$ cat src/rtl/i2c_amf_pkg.sv
package i2c_amf_pkg;

    typedef enum logic [2:0] {
        ST_IDLE,
        ST_FIRST,
        ST_ACK_MID,
        ST_LOW,
        ST_ACK_FIN,
        ST_DONE
    } amf_state_e;

endpackage

$ cat src/rtl/i2c_amf_shifter.sv
module i2c_amf_shifter #(
    parameter int BYTE_W = 8
) (
    input  logic              clk,
    input  logic              rst_n,
    input  logic              clear,
    input  logic              shift_en,
    input  logic              bit_in,
    output logic              byte_done,
    output logic [BYTE_W-1:0] byte_now
);
    localparam int CNT_W = $clog2(BYTE_W);
    localparam logic [CNT_W-1:0] LAST_IDX = CNT_W'(BYTE_W - 1);

    logic [BYTE_W-2:0] hist_q;
    logic [CNT_W-1:0]  cnt_q;

    // The byte as it stands with the current bit appended.
    assign byte_now  = {hist_q, bit_in};
    assign byte_done = shift_en && (cnt_q == LAST_IDX);

    always_ff @(posedge clk) begin
        if (!rst_n) begin
            hist_q <= '0;
            cnt_q  <= '0;
        end else if (clear) begin
            hist_q <= '0;
            cnt_q  <= '0;
        end else if (shift_en) begin
            hist_q <= byte_now[BYTE_W-2:0];
            cnt_q  <= byte_done ? '0 : cnt_q + 1'b1;
        end
    end
endmodule

$ cat src/rtl/i2c_amf_cmp.sv
module i2c_amf_cmp #(
    parameter int BYTE_W = 8,
    parameter int MASK_W = 5,
    parameter int ADDR_W = 10
) (
    input  logic [BYTE_W-1:0] byte_now,
    input  logic              is_ten,
    input  logic              low_byte,
    input  logic [ADDR_W-1:0] own_addr,
    input  logic [MASK_W-1:0] mask,
    output logic              hit
);
    localparam int HI_W  = ADDR_W - BYTE_W;
    localparam int TAG_W = BYTE_W - 1 - HI_W;
    localparam logic [TAG_W-1:0] HDR_TAG = {{(TAG_W-1){1'b1}}, 1'b0};

    logic [BYTE_W-1:0] care_short;
    logic [BYTE_W-1:0] care_long;
    logic [BYTE_W-1:0] diff;
    logic              hit_short;
    logic              hit_long;
    logic              hit_hdr;

    // Per-bit compare enables for the two masking rules.
    for (genvar i = 0; i < BYTE_W; i++) begin : g_care
        if (i == 0) begin : g_lsb
            assign care_short[i] = 1'b0;
            assign care_long[i]  = ~mask[0];
        end else if (i <= MASK_W) begin : g_masked
            assign care_short[i] = ~mask[i-1];
            assign care_long[i]  = ~mask[i-1];
        end else begin : g_fixed
            assign care_short[i] = 1'b1;
            assign care_long[i]  = 1'b1;
        end
    end

    assign diff      = byte_now ^ own_addr[BYTE_W-1:0];
    assign hit_short = ~|(diff & care_short);
    assign hit_long  = ~|(diff & care_long);
    assign hit_hdr   = (byte_now[BYTE_W-1 -: TAG_W] == HDR_TAG) &&
                       (byte_now[HI_W:1] == own_addr[ADDR_W-1:BYTE_W]);

    always_comb begin
        if (!is_ten)       hit = hit_short;
        else if (low_byte) hit = hit_long;
        else               hit = hit_hdr;
    end
endmodule

$ cat src/rtl/i2c_amf_ctrl.sv
module i2c_amf_ctrl
    import i2c_amf_pkg::*;
#(
    parameter int BYTE_W = 8,
    parameter int ADDR_W = 10
) (
    input  logic              clk,
    input  logic              rst_n,
    input  logic              start_evt,
    input  logic              stop_evt,
    input  logic              bit_valid,
    input  logic              mode_10b,
    input  logic              byte_done,
    input  logic              hit,
    input  logic [BYTE_W-1:0] byte_now,
    output logic              shift_en,
    output logic              low_byte,
    output logic              ack,
    output logic              match_irq,
    output logic              match_flag,
    output logic [ADDR_W-1:0] rx_addr,
    output logic              rx_rw
);
    localparam int HI_W    = ADDR_W - BYTE_W;
    localparam int SHORT_W = BYTE_W - 1;

    amf_state_e state_q, state_d;
    logic [HI_W-1:0] hdr_hi_q;
    logic            hdr_rw_q;
    logic            final_hit;
    logic            hdr_hit;

    assign shift_en  = bit_valid && !start_evt && !stop_evt &&
                       (state_q == ST_FIRST || state_q == ST_LOW);
    assign low_byte  = (state_q == ST_LOW);
    assign ack       = (state_q == ST_ACK_MID) || (state_q == ST_ACK_FIN);
    assign hdr_hit   = byte_done && hit && (state_q == ST_FIRST) && mode_10b;
    assign final_hit = byte_done && hit &&
                       ((state_q == ST_LOW) || (state_q == ST_FIRST && !mode_10b));

    always_comb begin
        state_d = state_q;
        if (stop_evt) begin
            state_d = ST_IDLE;
        end else if (start_evt) begin
            state_d = ST_FIRST;
        end else begin
            unique case (state_q)
                ST_IDLE:    state_d = ST_IDLE;
                ST_FIRST:   if (byte_done)
                                state_d = !hit ? ST_IDLE
                                        : (mode_10b ? ST_ACK_MID : ST_ACK_FIN);
                ST_ACK_MID: if (bit_valid) state_d = ST_LOW;
                ST_LOW:     if (byte_done) state_d = hit ? ST_ACK_FIN : ST_IDLE;
                ST_ACK_FIN: if (bit_valid) state_d = ST_DONE;
                ST_DONE:    state_d = ST_DONE;
                default:    state_d = ST_IDLE;
            endcase
        end
    end

    always_ff @(posedge clk) begin
        if (!rst_n) state_q <= ST_IDLE;
        else        state_q <= state_d;
    end

    always_ff @(posedge clk) begin
        if (!rst_n) begin
            match_irq  <= 1'b0;
            match_flag <= 1'b0;
            rx_addr    <= '0;
            rx_rw      <= 1'b0;
            hdr_hi_q   <= '0;
            hdr_rw_q   <= 1'b0;
        end else begin
            match_irq <= 1'b0;
            if (start_evt || stop_evt) begin
                match_flag <= 1'b0;
            end else if (hdr_hit) begin
                hdr_hi_q <= byte_now[HI_W:1];
                hdr_rw_q <= byte_now[0];
            end else if (final_hit) begin
                match_irq  <= 1'b1;
                match_flag <= 1'b1;
                if (mode_10b) begin
                    rx_addr <= {hdr_hi_q, byte_now};
                    rx_rw   <= hdr_rw_q;
                end else begin
                    rx_addr <= {{(ADDR_W-SHORT_W){1'b0}}, byte_now[BYTE_W-1:1]};
                    rx_rw   <= byte_now[0];
                end
            end
        end
    end
endmodule

$ cat src/rtl/i2c_masked_addr_filter.sv
module i2c_masked_addr_filter #(
    parameter int BYTE_W = 8,
    parameter int MASK_W = 5,
    parameter int ADDR_W = 10
) (
    input  logic              clk,
    input  logic              rst_n,
    input  logic              start_evt,
    input  logic              stop_evt,
    input  logic              bit_valid,
    input  logic              bit_val,
    input  logic              mode_10b,
    input  logic [ADDR_W-1:0] own_addr,
    input  logic [MASK_W-1:0] addr_mask,
    output logic              ack,
    output logic              match_irq,
    output logic              match_flag,
    output logic [ADDR_W-1:0] rx_addr,
    output logic              rx_rw
);
    logic              shift_en;
    logic              byte_done;
    logic [BYTE_W-1:0] byte_now;
    logic              low_byte;
    logic              hit;

    i2c_amf_shifter #(.BYTE_W(BYTE_W)) u_shift (
        .clk       (clk),
        .rst_n     (rst_n),
        .clear     (start_evt || stop_evt),
        .shift_en  (shift_en),
        .bit_in    (bit_val),
        .byte_done (byte_done),
        .byte_now  (byte_now)
    );

    i2c_amf_cmp #(.BYTE_W(BYTE_W), .MASK_W(MASK_W), .ADDR_W(ADDR_W)) u_cmp (
        .byte_now (byte_now),
        .is_ten   (mode_10b),
        .low_byte (low_byte),
        .own_addr (own_addr),
        .mask     (addr_mask),
        .hit      (hit)
    );

    i2c_amf_ctrl #(.BYTE_W(BYTE_W), .ADDR_W(ADDR_W)) u_ctrl (
        .clk        (clk),
        .rst_n      (rst_n),
        .start_evt  (start_evt),
        .stop_evt   (stop_evt),
        .bit_valid  (bit_valid),
        .mode_10b   (mode_10b),
        .byte_done  (byte_done),
        .hit        (hit),
        .byte_now   (byte_now),
        .shift_en   (shift_en),
        .low_byte   (low_byte),
        .ack        (ack),
        .match_irq  (match_irq),
        .match_flag (match_flag),
        .rx_addr    (rx_addr),
        .rx_rw      (rx_rw)
    );
endmodule

$ cat config.mk
export PLATFORM = sky130hd
export DESIGN_NAME = i2c_masked_addr_filter
export DESIGN_NICKNAME = d
export VERILOG_FILES = /design/src/rtl/i2c_amf_pkg.sv /design/src/rtl/i2c_amf_shifter.sv /design/src/rtl/i2c_amf_cmp.sv /design/src/rtl/i2c_amf_ctrl.sv /design/src/rtl/i2c_masked_addr_filter.sv
export SDC_FILE = /design/constraint.sdc
export NUM_CORES = 1
export LEC_CHECK = 0
export BUFFER_PORTS_ARGS = -buffer_cell sky130_fd_sc_hd__buf_4
export CAP_MARGIN = 5
export CORE_UTILIZATION = 32
export DETAILED_ROUTE_END_ITERATION = 10
export PLACE_DENSITY_LB_ADDON = 0.1
export RECOVER_POWER = 100
export SLEW_MARGIN = 20
export SYNTH_ARGS = -nofsm -noshare
export SYNTH_HDL_FRONTEND = slang
export SYNTH_SLANG_ARGS = --single-unit
$ cat constraint.sdc
create_clock -name clk -period 4.65 [get_ports clk]
set_input_delay 0.465 -clock clk [delete_from_list [all_inputs] [get_ports clk]]
set_output_delay 0.465 -clock clk [all_outputs]
set_load 0.02 [all_outputs]
======== Word level (Yosys, flattened, before mapping) ========
Index checks and enable logic that the tools add are counted.
Widths: inputs -> output; s select.
storage, ports and cells
  bits in registers ....................... 29
  input port bits ......................... 22
  output and inout port bits .............. 14
  logic and storage cells ................. 83
cells by class
  add/sub/neg operators ................... 1
  eq/ne operators ......................... 16
  muxes and demuxes ....................... 15
  bitwise logic cells ..................... 11
  reductions and logical operators ........ 30
operators with widths
  operator             count
  $mux 3               8
  $and 8x8->8          2
  $reduce_or 8->1      2
  $pmux 3 s5           1
  $logic_and 1x1->1    10
  $mux 10              1
  $eq 3x3->1 const B   3
  $not 1->1            8
  $reduce_and 4->1     2
  $xor 8x8->8          1
  $eq 3x2->1 const B   2
  $ne 3x2->1 const B   2
  $ne 3x3->1 const B   2
  $reduce_or 3->1      2
  $eq 5x5->1 const B   1
  $logic_not 1->1      5
  $mux 1               5
  $logic_or 1x1->1     4
  $ne 2x1->1 const B   2
  $ne 2x2->1 const B   2
  $reduce_and 2->1     2
  $reduce_or 2->1      2
  $add 3x1->3 const B  1
  $eq 3x1->1 const B   1
  other kinds (2)      2

======== Depth between registers and ports, before layout ========
Gate-level depths: netlist of run 1.
  depth in word-level cells ............... 11
  mapped depth ............................ 8

======== Hierarchy ========
A second synthesis of run 1 with hierarchy kept.
second synthesis, totals
  cell total of the unflattened synthesis .. 159
  area, all modules ....................... 1460.2 um2
by module, submodules not included
  module                  instances  cells an instance  area an instance (um2)  sequential area each (um2)
  i2c_amf_ctrl            1          99                 893.4                   380.4
  i2c_amf_shifter         1          39                 405.4                   200.2
  i2c_amf_cmp             1          20                 155.1                   0.0
  i2c_masked_addr_filter  1          1                  6.3                     0.0

======== Worst setup path before layout of run 1 ========
OpenSTA, ideal clock, no wires.
  kind .................................... input to register
  start ................................... input own_addr[9]
  end ..................................... register u_ctrl.rx_addr[0]
  data arrival time ....................... 1.659 ns
  required time ........................... 4.531 ns
  setup slack ............................. 2.872 ns
  stages .................................. 7
  cell sequence ........................... xor2_1 nor4_2 and2_4 a21oi_1 nand2b_1 clkbuf_1 o221a_2
on the way
  cells in the longest elaborated chain, start to end .. 9
  elaborated cells on any way between the ends .. 10
RTL lines
  item                             line                                    text
  start, declared                  i2c_masked_addr_filter.sv:13            input logic [ADDR_W-1:0] own_addr,
  $eq 2x2->1 *                     i2c_amf_cmp.sv:42                       (byte_now[HI_W:1] == own_addr[ADDR_W-1:BYTE_W]);
  $logic_and 1x1->1 *              i2c_amf_cmp.sv:41                       assign hit_hdr = (byte_now[BYTE_W-1 -: TAG_W] == HDR_TAG) &&
  $mux 1 *                         i2c_amf_cmp.sv:46                       else if (low_byte) hit = hit_long;
  $mux 1 *                         i2c_amf_cmp.sv:45                       if (!is_ten) hit = hit_short;
  $logic_and 1x1->1 *              i2c_amf_ctrl.sv:37, i2c_amf_ctrl.sv:38
  $logic_and 1x1->1 (2 in series)  i2c_amf_ctrl.sv:37                      assign hdr_hit = byte_done && hit && (state_q == ST_FIRST) && mode_10b;
  $not 1->1 (no line)              -
  $reduce_and 3->1 (no line) *     -
  end signal, assigned             i2c_amf_ctrl.sv:86                      rx_addr <= {hdr_hi_q, byte_now};
  end signal, assigned             i2c_amf_ctrl.sv:89                      rx_addr <= {{(ADDR_W-SHORT_W){1'b0}}, byte_now[BYTE_W-1:1]};
  end, declared                    i2c_amf_ctrl.sv:21                      output logic [ADDR_W-1:0] rx_addr,
Every way passes the cells marked *; elsewhere a longest branch is shown, timed or not.
A chain may end at the register's enable or synchronous reset.

======== Final worst setup path of run 1 ========
  start ................................... register u_ctrl.state_q[2]
  end ..................................... register u_ctrl.rx_addr[0]
on the way
  cells in the longest elaborated chain, start to end .. 9
  elaborated cells on any way between the ends .. 15
RTL lines
  item                                      line                                    text
  start, declared                           i2c_amf_ctrl.sv:27                      amf_state_e state_q, state_d;
  start signal, assigned                    i2c_amf_ctrl.sv:64                      else state_q <= state_d;
  $eq 3x1->1 or $eq 3x2->1 (tied branches)  -
  $logic_or 1x1->1                          i2c_amf_ctrl.sv:34                      (state_q == ST_FIRST || state_q == ST_LOW);
  $logic_and 1x1->1                         i2c_amf_ctrl.sv:33                      assign shift_en = bit_valid && !start_evt && !stop_evt &&
  $logic_and 1x1->1                         i2c_amf_shifter.sv:20                   assign byte_done = shift_en && (cnt_q == LAST_IDX);
  $logic_and 1x1->1                         i2c_amf_ctrl.sv:37, i2c_amf_ctrl.sv:38
  $logic_and 1x1->1 (2 in series)           i2c_amf_ctrl.sv:37
  $not 1->1 (no line)                       -
  $reduce_and 3->1 (no line) *              -
Marked as above.

==> impl_metrics.ini, run 1 <==
[timing]
min_period_ps = 2697
setup_tns_ps = 0
grt_setup_unrepaired = no
slew_headroom = 0.5193
finalHoldViolCount = 0
post-route-period-util = 0.5800
skew_ps = 5.084
max_freq_mhz = 370.8
setup-violations-final = 0
tightest_slew_ps = 719.0
slew_viol_final = 0
setup_slack_ps = 1953

[floorplanning]
die_y_um = 69.23
dieArea_um2 = 4793
core_area_um2 = 4354
io_pins = 36
core.rowCount = 24
initial_core_util = 0.3322
die_width_um = 69.23

[synth]
synth_area_leaders = dfxtp_1 (40%), nor2_1 (8.8%), o221a_2 (6.2%), xnor2_1 (5.4%), a21oi_1 (4.8%)
synth_area_per_cell_um2 = 8.361
ys_seq_elements = 29
synth_nets = 197
synth_flop_cell = dfxtp_1
synth.distinct_cells = 33
synth_top_area_cell = dfxtp_1
synth_seq_area_share = 0.4014
synth-warning-count = 0
async_reset_ff_frac = 0
netlist_instances = 173
synth_edf_count = 0
synth_top_area_frac = 0.4014
netlist_area_um2 = 1446

[clock_tree]
ctsHtreeMaxLevel = 2
cts_tree = built
postCtsSetupBuffers = 0
clockBufferDepth = 2
cts_buffers = 5
clk_pin_slew_worst_paths_ps = 60
insertion_delay_ps = 280
cts_resized = 0
cts-root-buf = clkbuf_8
cts.sinks = 29
hold_buffers = 0

[critical_path]
crit_arrival_ps = 2920
critPathCaptureType = flip-flop
cp.required_ps = 4870
path_class = reg2reg
cp_max_fo = 20
cp-start-kind = flip-flop

[global_routing]
grt_usage = 0.1544
grt_pass1_wl_um = 5906
grt_use_met2 = 0.2567
grt_max_degree = 22
grt_pass1_vias = 1293
gr-total-overflow = 0
met3_usage = 0.04215
antenna_found_initial = 0
grt.busiest_layer = met2
met1_usage = 0.1899

[drt]
drtIter0Drc = 70
num_vias = 1288
wl_um = 3532
drc = 0
wl_per_cell_um = 13.85
ant_nets = 0
vias_per_cell = 5.051
first_pass_iters = 4

[final_layout]
diodes = 0
fillCellCount = 466
drive_gt1_frac = 0.1970
final_nets = 226
post-route-util = 0.4032
syn_to_final_growth_pct = 21.37

[place]
io_buffers = 35
hpwl_um = 2634
dp_slack_ps = 1808
gp_congestion = 0.6989

[outcome]
status = finished, final reports clean

[pwr]
peakVddDrop_mv = 0.1113
power_density_nw_per_um2 = 293.4
p_leak_nw = 0.6478

[min_path]
hold_path_class = in2reg

[flow_run]
cap_violations = 0
==> worst max-delay path, cell delays in order, from the launching register on <==
cell	delay, ps
dfxtp_1	370
nor2b_1	270
nand3_1	570
nor2_1	450
o211ai_1	130
nor2_1	560
o221a_2	290
==> stage by stage <==
step / power, mW / hold slack, ps / area [um^2] / std cells
2_1_floorplan: 0.2735 / 432.1 / 1446 / 173
3_3_place_gp: 0.2920 / 452.4 / 1715 / 247
3_5_place_dp: 0.2927 / 463.6 / 1715 / 247
4_1_cts: 0.5207 / 346.2 / 1817 / 255
5_1_grt: 0.5382 / 342.0 / 1755 / 255
6_report: 0.5150 / 352.2 / 1755 / 255
==> routing by layer <==
metal	part of all wire	wire, um	vias to the layer above
met5	0	0	-
li1	-	-	658
met2	0.46	1628	39
met4	0.0088	31	0
met3	0.057	202	4
met1	0.47	1670	587
==> cell families after synthesis <==
family | Yosys count | share of synthesized area
DFF | 29 | 0.4014
buffers and inverters | 23 | 0.06661
xor gates and xnor gates | 11 | 0.06661
muxes | 4 | 0.02768
adders and majority gates | 2 | 0.01730
AOI/OAI and AO/OA | 42 | 0.2068
and+or+nand+nor | 62 | 0.2137
==> state kept, by name, summed over array words and instances, names as in the netlist <==
signal	count
u_ctrl.rx_addr	10
u_shift.hist_q	7
u_ctrl.state_q	3
u_shift.cnt_q	3
u_ctrl.hdr_hi_q	2
u_ctrl.hdr_rw_q	1
u_ctrl.match_flag	1
u_ctrl.match_irq	1
u_ctrl.rx_rw	1
==> cell type report <==
cell class | instances | area (um^2) | share of cell area
clock inverter | 1 | 5.005 | 0.002851
inverter | 10 | 37.54 | 0.02138
sequential | 29 | 580.6 | 0.3307
multi-input combinational | 121 | 760.7 | 0.4334
tap | 52 | 65.06 | 0.03706
clock buffer | 7 | 96.34 | 0.05488
timing repair buffer | 35 | 210.2 | 0.1197
==> cells in the mapped netlist (2+ instances only) <==
| cell type | count |
|---|---|
| nor2b_1 | 5 |
| ha_1 | 2 |
| inv_1 | 10 |
| nand2_1 | 6 |
| a31oi_1 | 8 |
| xor2_1 | 2 |
| nand4b_1 | 2 |
| o22ai_1 | 2 |
| xnor2_1 | 9 |
| o221a_2 | 8 |
| nand3_1 | 2 |
| o21ai_0 | 2 |
| o211ai_1 | 2 |
| a21oi_1 | 14 |
| dfxtp_1 | 29 |
| o2bb2ai_1 | 3 |
| nand2b_1 | 2 |
| mux2i_1 | 4 |
| nor3b_1 | 4 |
| nor3_1 | 2 |
| clkbuf_1 | 10 |
| nor2_1 | 34 |
==> placed cells by master (no fill, tap or decap), types with 3 or more instances in the layout <==
master and instances:
mux2i_1 4, a21oi_1 14, nor2b_1 5, nor2_1 34, nor3b_1 4, clkbuf_8 7
buf_4 21, inv_1 10, o221a_2 8, nand2_1 6, o2bb2ai_1 3, dfxtp_1 29
clkbuf_1 14, a31oi_1 8, xnor2_1 9
==> final timing paths <==
check | depth (start not counted) | from | slack [ps] | end
worst min register to register | 2 | u_ctrl.rx_addr[8] | 470 | u_ctrl.rx_addr[8]
worst min-delay path | 2 | stop_evt | 350 | u_ctrl.state_q[0]
worst max register to register | 6 | u_ctrl.state_q[2] | 1950 | u_ctrl.rx_addr[0]
worst max-delay path | 6 | u_ctrl.state_q[2] | 1950 | u_ctrl.rx_addr[0]
==> power by group <==
part / switching, mW / internal, mW
Clock: 0.0946 / 0.133
Sequential: 0.000364 / 0.249
Combinational: 0.0184 / 0.0192
Note: power is estimated with default switching activity, not from simulation.
==> run 2, diff against run 1 <==
==> constraint.sdc (replaced) <==
create_clock -name clk -period 2.5 [get_ports clk]
set_input_delay 0.25 -clock clk [delete_from_list [all_inputs] [get_ports clk]]
set_output_delay 0.25 -clock clk [all_outputs]
set_load 0.02 [all_outputs]
==> impl_metrics.ini, run 2 (synthesized netlist as in run 1, its figures left out) <==
[timing]
slew_viol_final = 0
holdWs_ps = 137.4
finalHoldViolCount = 0
skew_ps = 8.626
post-route-period-util = 0.8310
setup-violations-final = 0
grt_setup_unrepaired = no
min_period_ps = 2077
setup_tns_ps = 0
max_freq_mhz = 481.4
slew_headroom = 0.5039
tightest_slew_ps = 744.2

[clock_tree]
clk_pin_slew_worst_paths_ps = 70
cts_resized = 0
cts_tree = built
cts-root-buf = clkbuf_8
hold_buffers = 0
cts_buffers = 5
postCtsSetupBuffers = 0
insertion_delay_ps = 280
ctsHtreeMaxLevel = 2
cts.sinks = 29
clockBufferDepth = 2

[final_layout]
reg_top3 = u_ctrl.rx_addr x10, u_shift.hist_q x7
diodes = 0
design_area_um2 = 1807
largest_reg_flops = 10
layout_commonest_cell = nor2_1
syn_to_final_growth_pct = 24.91
final_nets = 229
mostFrequentLayoutCells = nor2_1 (34), dfxtp_1 (29), buf_4 (23)
regMostFlops = u_ctrl.rx_addr
drive_gt1_frac = 0.2039

[pwr]
p_leak_nw = 0.6738
power_density_nw_per_um2 = 617.6
peakVddDrop_mv = 0.1856

[critical_path]
critPathCaptureType = flip-flop
cp_max_fo = 8
path_class = reg2reg
cp-start-kind = flip-flop
cp.required_ps = 2680
r2r_cells = 6
crit_arrival_ps = 2250

[min_path]
hold_path_class = in2reg
whs_path_depth = 2

[floorplanning]
core_area_um2 = 4354
die_width_um = 69.23
dieArea_um2 = 4793
io_pins = 36
core.rowCount = 24
die_y_um = 69.23
initial_core_util = 0.3322

[global_routing]
gr-total-overflow = 0
grt_pass1_wl_um = 5699
grt_pass1_vias = 1217
grt_usage = 0.1513
antenna_found_initial = 0
grt_max_degree = 22

[place]
hpwl_um = 2655
place_area_um2 = 1738
io_buffers = 35
gp_congestion = 0.7940

[drt]
drc = 0
num_vias = 1313
wl_per_cell_um = 13.43
vias_per_cell = 5.089
ant_nets = 0
first_pass_iters = 4
drtIter0Drc = 54
wl_um = 3464

[flow_run]
cap_violations = 0

[outcome]
status = finished, final reports clean
run 2: final timing paths:
check / from / to / slack, ps
min: stop_evt / u_ctrl.state_q[0] / 140
max: u_shift.hist_q[5] / u_ctrl.rx_addr[2] / 420
min reg2reg: u_ctrl.rx_addr[7] / u_ctrl.rx_addr[7] / 470
max reg2reg: u_shift.hist_q[5] / u_ctrl.rx_addr[2] / 420
run 2: report_power, final:
part           internal, mW  switching, mW  leakage [nW]  total, mW
clock network         0.396          0.186        0.0681      0.582
registers             0.463       0.000653         0.234      0.463
logic                0.0359         0.0348         0.372     0.0706
total                 0.894          0.221         0.674       1.12
run 2: worst max-delay path, stage by stage (launching register included):
cell and delay, ps:
dfxtp_1 430, nand4b_1 120, nor4_1 450, and2_0 300, a21oi_1 80, nand2b_1 280, o221a_2 310
run 2: layer usage:
metal	vias to the layer above	routed length (um)	track usage	share of wire
met5	-	0	0	0
met4	0	53	0.05442	0.015
met3	5	200	0.05378	0.058
met2	36	1530	0.2222	0.44
met1	609	1679	0.2036	0.48
li1	663	-	-	-
run 2: layout make-up:
type	count	area, um^2
clock buffers	5	68.82
clock inverters	3	65.06
fillers	467	2547
inverters	10	37.54
multi-input cells	121	760.7
flip-flops and latches	29	580.6
well taps	52	65.06
repair buffers	38	229.0
run 2: stage by stage:
stage	util	total power [mW]	setup slack, ps	cells
after detailed placement	0.3991	0.5451	568.1	250
final	0.4149	1.116	422.5	258
after global routing	0.4149	1.160	260.0	258
after CTS	0.4299	1.129	584.1	258
after global placement	0.3991	0.5452	595.4	250
after floorplan	-	0.5086	762.6	173
